File: src/rtl/ptp_tmr_pkg.sv
package ptp_tmr_pkg;
  // register address map
  localparam int unsigned ADR_CTRL     = 0;
  localparam int unsigned ADR_EVCLR    = 1;
  localparam int unsigned ADR_ADDEND   = 2;
  localparam int unsigned ADR_PERIOD   = 3;
  localparam int unsigned ADR_PRESCALE = 4;
  localparam int unsigned ADR_IVL0     = 5;
  // control register fields
  localparam int unsigned CTRL_EN_BIT  = 0;
endpackage

File: src/rtl/ptp_cfg_regs.sv
module ptp_cfg_regs
  import ptp_tmr_pkg::*;
#(
  parameter int ADDR_W = 4,
  parameter int ACC_W  = 32,
  parameter int NS_W   = 8,
  parameter int PRSC_W = 16,
  parameter int IVL_W  = 32,
  parameter int N_GEN  = 2
) (
  input  logic                        clk,
  input  logic                        rst_n,
  input  logic                        wr_en,
  input  logic [ADDR_W-1:0]           wr_addr,
  input  logic [ACC_W-1:0]            wr_data,
  output logic                        run_en,
  output logic [ACC_W-1:0]            addend,
  output logic [NS_W-1:0]             period,
  output logic [PRSC_W-1:0]           prescale,
  output logic [N_GEN-1:0][IVL_W-1:0] interval,
  output logic [N_GEN-1:0]            ev_clr
);
  logic sel_ctrl, sel_evclr, sel_add, sel_per, sel_prs;

  assign sel_ctrl  = wr_en && (wr_addr == ADDR_W'(ADR_CTRL));
  assign sel_evclr = wr_en && (wr_addr == ADDR_W'(ADR_EVCLR));
  assign sel_add   = wr_en && (wr_addr == ADDR_W'(ADR_ADDEND));
  assign sel_per   = wr_en && (wr_addr == ADDR_W'(ADR_PERIOD));
  assign sel_prs   = wr_en && (wr_addr == ADDR_W'(ADR_PRESCALE));

  // write-one-to-clear strobe, valid only in the write cycle
  assign ev_clr = sel_evclr ? wr_data[N_GEN-1:0] : '0;

  always_ff @(posedge clk) begin
    if (!rst_n) begin
      run_en   <= 1'b0;
      addend   <= '0;
      period   <= '0;
      prescale <= '0;
    end else begin
      if (sel_ctrl) run_en   <= wr_data[CTRL_EN_BIT];
      if (sel_add)  addend   <= wr_data;
      if (sel_per)  period   <= wr_data[NS_W-1:0];
      if (sel_prs)  prescale <= wr_data[PRSC_W-1:0];
    end
  end

  for (genvar g = 0; g < N_GEN; g++) begin : g_ivl
    logic sel_ivl;
    assign sel_ivl = wr_en && (wr_addr == ADDR_W'(ADR_IVL0 + g));
    always_ff @(posedge clk) begin
      if (!rst_n)       interval[g] <= '0;
      else if (sel_ivl) interval[g] <= wr_data[IVL_W-1:0];
    end
  end
endmodule

File: src/rtl/ptp_phase_acc.sv
module ptp_phase_acc #(
  parameter int ACC_W = 32
) (
  input  logic             clk,
  input  logic             rst_n,
  input  logic             run_en,
  input  logic [ACC_W-1:0] addend,
  output logic             tick
);
  logic [ACC_W-1:0] phase_q;
  logic [ACC_W:0]   sum;

  assign sum  = {1'b0, phase_q} + {1'b0, addend};
  // a carry out of the phase word is one nominal tick
  assign tick = run_en & sum[ACC_W];

  always_ff @(posedge clk) begin
    if (!rst_n)      phase_q <= '0;
    else if (run_en) phase_q <= sum[ACC_W-1:0];
  end
endmodule

File: src/rtl/ptp_tod_count.sv
module ptp_tod_count #(
  parameter int TIME_W = 64,
  parameter int NS_W   = 8,
  parameter int PRSC_W = 16
) (
  input  logic              clk,
  input  logic              rst_n,
  input  logic              tick,
  input  logic [NS_W-1:0]   period,
  input  logic [PRSC_W-1:0] prescale,
  output logic [TIME_W-1:0] time_ns,
  output logic              out_clk
);
  localparam int PW1 = PRSC_W + 1;

  logic [PRSC_W-1:0] div_eff;
  logic [PRSC_W-1:0] div_cnt_q;
  logic [PW1-1:0]    high_len;

  assign div_eff  = (prescale == '0) ? PRSC_W'(1) : prescale;
  assign high_len = ({1'b0, div_eff} + PW1'(1)) >> 1;
  assign out_clk  = ({1'b0, div_cnt_q} < high_len);

  always_ff @(posedge clk) begin
    if (!rst_n) begin
      time_ns <= '0;
    end else if (tick) begin
      time_ns <= time_ns + {{(TIME_W-NS_W){1'b0}}, period};
    end
  end

  always_ff @(posedge clk) begin
    if (!rst_n) begin
      div_cnt_q <= '0;
    end else if (tick) begin
      if (div_cnt_q >= div_eff - PRSC_W'(1)) div_cnt_q <= '0;
      else                                   div_cnt_q <= div_cnt_q + PRSC_W'(1);
    end
  end
endmodule

File: src/rtl/ptp_ivl_gen.sv
module ptp_ivl_gen #(
  parameter int IVL_W  = 32,
  parameter int NS_W   = 8,
  parameter int PRSC_W = 16
) (
  input  logic              clk,
  input  logic              rst_n,
  input  logic              tick,
  input  logic [NS_W-1:0]   period,
  input  logic [IVL_W-1:0]  interval,
  input  logic [PRSC_W-1:0] prescale,
  input  logic              clr,
  output logic              pulse,
  output logic              irq
);
  localparam int EL_W = IVL_W + 2;

  logic [EL_W-1:0]   elapsed_q;
  logic [EL_W-1:0]   step;
  logic [EL_W-1:0]   target;
  logic [PRSC_W-1:0] width_q;
  logic [PRSC_W-1:0] width_eff;
  logic              fire;

  // the register holds interval minus one tick; add the tick back
  assign step      = elapsed_q + EL_W'(period);
  assign target    = EL_W'(interval) + EL_W'(period);
  assign fire      = tick && (step >= target);
  assign width_eff = (prescale == '0) ? PRSC_W'(1) : prescale;
  assign pulse     = (width_q != '0);

  always_ff @(posedge clk) begin
    if (!rst_n) begin
      elapsed_q <= '0;
    end else if (fire) begin
      // keep the remainder so pulses stay on the tick grid
      elapsed_q <= step - target;
    end else if (tick) begin
      elapsed_q <= step;
    end
  end

  always_ff @(posedge clk) begin
    if (!rst_n) begin
      width_q <= '0;
    end else if (fire) begin
      width_q <= width_eff;
    end else if (tick && width_q != '0) begin
      width_q <= width_q - PRSC_W'(1);
    end
  end

  // sticky flag: a new event wins over a clear in the same cycle
  always_ff @(posedge clk) begin
    if (!rst_n)    irq <= 1'b0;
    else if (fire) irq <= 1'b1;
    else if (clr)  irq <= 1'b0;
  end
endmodule

File: src/rtl/ptp_tod_timer.sv
module ptp_tod_timer #(
  parameter int ADDR_W = 4,
  parameter int ACC_W  = 32,
  parameter int TIME_W = 64,
  parameter int NS_W   = 8,
  parameter int PRSC_W = 16,
  parameter int IVL_W  = 32,
  parameter int N_GEN  = 2
) (
  input  logic              clk,
  input  logic              rst_n,
  input  logic              wr_en,
  input  logic [ADDR_W-1:0] wr_addr,
  input  logic [ACC_W-1:0]  wr_data,
  output logic [TIME_W-1:0] time_ns,
  output logic              out_clk,
  output logic [N_GEN-1:0]  pulse,
  output logic [N_GEN-1:0]  irq
);
  logic                        run_en;
  logic                        tick;
  logic [ACC_W-1:0]            addend_q;
  logic [NS_W-1:0]             period_q;
  logic [PRSC_W-1:0]           prescale_q;
  logic [N_GEN-1:0][IVL_W-1:0] interval_q;
  logic [N_GEN-1:0]            ev_clr;

  ptp_cfg_regs #(
    .ADDR_W(ADDR_W), .ACC_W(ACC_W), .NS_W(NS_W),
    .PRSC_W(PRSC_W), .IVL_W(IVL_W), .N_GEN(N_GEN)
  ) u_regs (
    .clk(clk), .rst_n(rst_n),
    .wr_en(wr_en), .wr_addr(wr_addr), .wr_data(wr_data),
    .run_en(run_en), .addend(addend_q), .period(period_q),
    .prescale(prescale_q), .interval(interval_q), .ev_clr(ev_clr)
  );

  ptp_phase_acc #(.ACC_W(ACC_W)) u_acc (
    .clk(clk), .rst_n(rst_n), .run_en(run_en),
    .addend(addend_q), .tick(tick)
  );

  ptp_tod_count #(.TIME_W(TIME_W), .NS_W(NS_W), .PRSC_W(PRSC_W)) u_tod (
    .clk(clk), .rst_n(rst_n), .tick(tick), .period(period_q),
    .prescale(prescale_q), .time_ns(time_ns), .out_clk(out_clk)
  );

  for (genvar g = 0; g < N_GEN; g++) begin : g_gen
    ptp_ivl_gen #(.IVL_W(IVL_W), .NS_W(NS_W), .PRSC_W(PRSC_W)) u_gen (
      .clk(clk), .rst_n(rst_n), .tick(tick), .period(period_q),
      .interval(interval_q[g]), .prescale(prescale_q),
      .clr(ev_clr[g]), .pulse(pulse[g]), .irq(irq[g])
    );
  end
endmodule

File: config.mk
export PLATFORM = sky130hd
export DESIGN_NAME = ptp_tod_timer
export DESIGN_NICKNAME = d
export VERILOG_FILES = /design/src/rtl/ptp_tmr_pkg.sv /design/src/rtl/ptp_cfg_regs.sv /design/src/rtl/ptp_phase_acc.sv /design/src/rtl/ptp_tod_count.sv /design/src/rtl/ptp_ivl_gen.sv /design/src/rtl/ptp_tod_timer.sv
export SDC_FILE = /design/constraint.sdc
export NUM_CORES = 1
export LEC_CHECK = 0
export BUFFER_PORTS_ARGS = -buffer_cell sky130_fd_sc_hd__buf_2
export CAP_MARGIN = 20
export CORE_MARGIN = 4
export CORE_UTILIZATION = 65
export DETAILED_ROUTE_END_ITERATION = 7
export PLACE_DENSITY = 0.9
export SKIP_CTS_REPAIR_TIMING = 1
export SKIP_LAST_GASP = 1
export SYNTH_ARGS = -nofsm -noshare
export SYNTH_HDL_FRONTEND = slang
export SYNTH_SLANG_ARGS = --single-unit
export TNS_END_PERCENT = 20
File: constraint.sdc
create_clock -name clk -period 15.6 [get_ports clk]
set_input_delay 0 -clock clk [delete_from_list [all_inputs] [get_ports clk]]
set_output_delay 0 -clock clk [all_outputs]
set_load 0.02 [all_outputs]
==> impl_results.md <==
* Hold Violations, Final at 0
* Fill count at ~2600
* Max-slew violation count at 0
* Post-synthesis async set-or-reset flop share at 0%
* DR WL/cell at between 15 and 20 um
* Leak Pwr at roughly 0.010 uW
* Placed Area at about 0.024 sq mm
* Clock sink count at about 340
* Synth area leader: dfxtp_1
* Worst Setup Start Kind: flip-flop
* CORE AREA at approximately 0.035 sq mm
* Max_cap viols at 0
* Register area share after synthesis at 28.7%
* Total global-route track usage at 33.4%
* Most used cell, CP: o21ai_0
* Crit path time final at slightly below 7 ns
* Worst r2r dst: g_gen[1].u_gen.width_q[6]$_SDFFE_PN0P_
* Critical path class: reg -> reg
* Clock skew at 0.0229 ns
* Vias per Instance at 6.43
* Worst hold slack at ~0.027 ns
* PortBufs at about 110
* Yosys reg bits at about 340
* Kind of end point of the critical path: flip-flop
* CP delay by family, top: simple AND/OR/NAND/NOR gates
* Worst R2R Setup Slack at just under 9 ns
* H-tree depth at 2
* DR top layer: met4
* Unique masters post-synth at 89
* Total Wirelength at 69.9 mm
* CTS max path bufs at 3
* Synth area leaders: dfxtp_1, ha_1, nand2_1
* Worst hold path type: in -> reg
* Worst setup path startpoint: u_regs.period[1]$_SDFFE_PN0P_
* VDD IR-drop max at a little under 100 uV
* Design area at 0.0258 sq mm
* CP cell instances: inv_1 > fa_1 > nor2b_1 > o21ai_0 > a21boi_0 > o21ai_0 > a21oi_1 > buf_4 > nand4_1 > xnor2_1 > ha_1 > nand4_1 > or3_1 > nor4_1 > nor2_1 > and3b_1 > o211ai_4 > buf_4 > nand2_1 > o21ai_0 > a31oi_1
* Worst Hold Endpoint: g_gen[1].u_gen.irq$_SDFFE_PN0P_
* Reg2Reg Depth at 21
* Syn avg cell area at 7.60 sq um
* Rows at just under 70
* CP max stage delay at around 0.59 ns
* Max Clock Freq at around 0.15 GHz
* DP HPWL at roughly 48 mm
* Prevailing post-synth register cell: dfxtp_1
* Setup TNS at 0 ns
* Most common cell after layout, fill and taps aside: nand2_1
* Worst-margin pin slew at 1.16 ns
* Vias post-DR at 23252
* Die W at just under 200 um
* Layout cells sized above 1 at 7.56%
* Crit path buffers/inverters at 3
* Worst EP required at between 15 and 20 ns
* YS warnings at 0
* Post-layout net count at 3341
* Die height at slightly below 200 um
* RSZ-0062 raised after global routing: false
* DIE AREA at 0.0391 sq mm
* Area grow syn2layout at 10.3%
* Critical path's slowest cell: buf_4
* Yosys top cell area share at about 29%
* Drc violations at 0
* Root Buffer: clkbuf_16
* Min-delay src: rst_n
* Grt ovf at 0
* Worst skew pair latency at about 0.58 ns
* Initial drt markers at around 2600
* Post-synth EDFFs at 0
* Remaining antenna violation count at 0
* Largest net degree at the start of global routing at around 110
* Post-synthesis instance area at between 0.02 and 0.025 sq mm
* Initial antenna violation count at 4
* PD cells at just over 80 mW/mm^2
* Met3 wire length at 7.16 mm
* IO Count at ~110
* WL met1 at 27.6 mm
* Status: complete, no violations
* Post-Syn Nets at 3294
* Worst Path Arrival at 7.12 ns
* Most frequent cells in the layout: nand2_1, a21oi_1, dfxtp_1
* Syn Inst Count at just over 3000
* Placer Congestion at 1.02
* Post-layout util at approximately 73%
* Period Utilization, post-route at approximately 43%
* Clk slew on worst S/H paths at 0.06 ns
* Met2 WL at around 32 mm
* First-pass GRT wire length at around 110 mm
* DRT Pass-1 Iters at 6
* Worst-path fanout max at 59
* Worst rel slew slack at 22.0%
* Cell count of the worst hold path at 3
* Initial Util at ~66%
* R2r startpoint: u_regs.period[1]$_SDFFE_PN0P_
* CTS buffer count at 38
* Vias in the first global route at 22048
* Final setup viols at 0
* CTS tree: built
cell families after synthesis:
family / after synthesis / share of synthesized area [%]
simple gates: 1189 / 23.9
compound gates: 791 / 20.6
flops: 335 / 28.7
xor+xnor: 296 / 11.1
buf+inv: 241 / 4.07
fa+ha+maj: 181 / 9.95
mux: 41 / 1.76
registers in the layout, summed over array words and instances, names as in the netlist, 8 cells and up:
name / cells
u_tod.div_cnt_q: 16
g_gen.u_gen.width_q: 32
u_regs.prescale: 16
u_regs.interval: 64
u_regs.period: 8
g_gen.u_gen.elapsed_q: 68
u_acc.phase_q: 32
u_tod.time_ns: 64
u_regs.addend: 32
layout make-up:
type                    instances  area (sq um)  area share, %
clock inverters                22           292           1.13
inverters                      86           330           1.28
flip-flops and latches        335          6710           26.0
diodes                          5          12.5         0.0485
multi-input cells            2498         15700           61.1
well taps                     461           577           2.24
repair buffers                162          1060           4.10
clock buffers                  47          1060           4.13
synthesized netlist by cell type, types with 21 or more instances:
master    count
nor4_1       21
xor2_1      125
inv_1        84
nand3_1      71
a21o_1       53
and3_1       45
o21ai_0     166
a21oi_1     341
nor2_1      283
xnor2_1     171
or3_1        39
a211oi_1     40
nand4_1      54
dfxtp_1     335
nand2_1     466
mux2i_1      41
o21a_1       33
clkbuf_1    122
nor2b_1      26
nor3_1       69
ha_1        173
worst max path at each step:
stage                                                        end  slack, ns  depth (start not counted)
after floorplan           g_gen[0].u_gen.width_q[6]$_SDFFE_PN0P_      10.52                         23
after detailed placement  g_gen[1].u_gen.width_q[6]$_SDFFE_PN0P_       8.66                         20
after global routing      g_gen[1].u_gen.width_q[6]$_SDFFE_PN0P_       8.44                         21
after global placement    g_gen[1].u_gen.width_q[2]$_SDFFE_PN0P_       8.83                         20
after CTS                 g_gen[1].u_gen.width_q[6]$_SDFFE_PN0P_       8.59                         20
final                     g_gen[1].u_gen.width_q[6]$_SDFFE_PN0P_       8.88                         21
power by group:
| group | total (uW) | switching [uW] | internal [uW] |
|---|---|---|---|
| Sequential | 865 | 5.76 | 859 |
| Combinational | 305 | 191 | 115 |
| Clock | 972 | 408 | 564 |
metrics by stage:
stage	worst slack (ns)	power (uW)	instances
6_report	8.88	2140	3616
5_1_grt	8.44	2210	3613
4_1_cts	8.59	2130	3573
3_5_place_dp	8.66	1170	3504
3_3_place_gp	8.83	1160	3504
2_1_floorplan	10.52	1100	3074
tightest hold or removal path, delay by kind of cell:
kind | cells | cell delay, ns
compound gates | 1 | 0.19
buf+inv | 2 | 0.34
routing by layer:
metal,global-route usage [%],vias up
li1,-,10931
met1,42.7,10909
met2,54.2,1164
met3,8.29,248
met4,14.0,0
met5,0,-
Power figures use the tool's default switching activity.
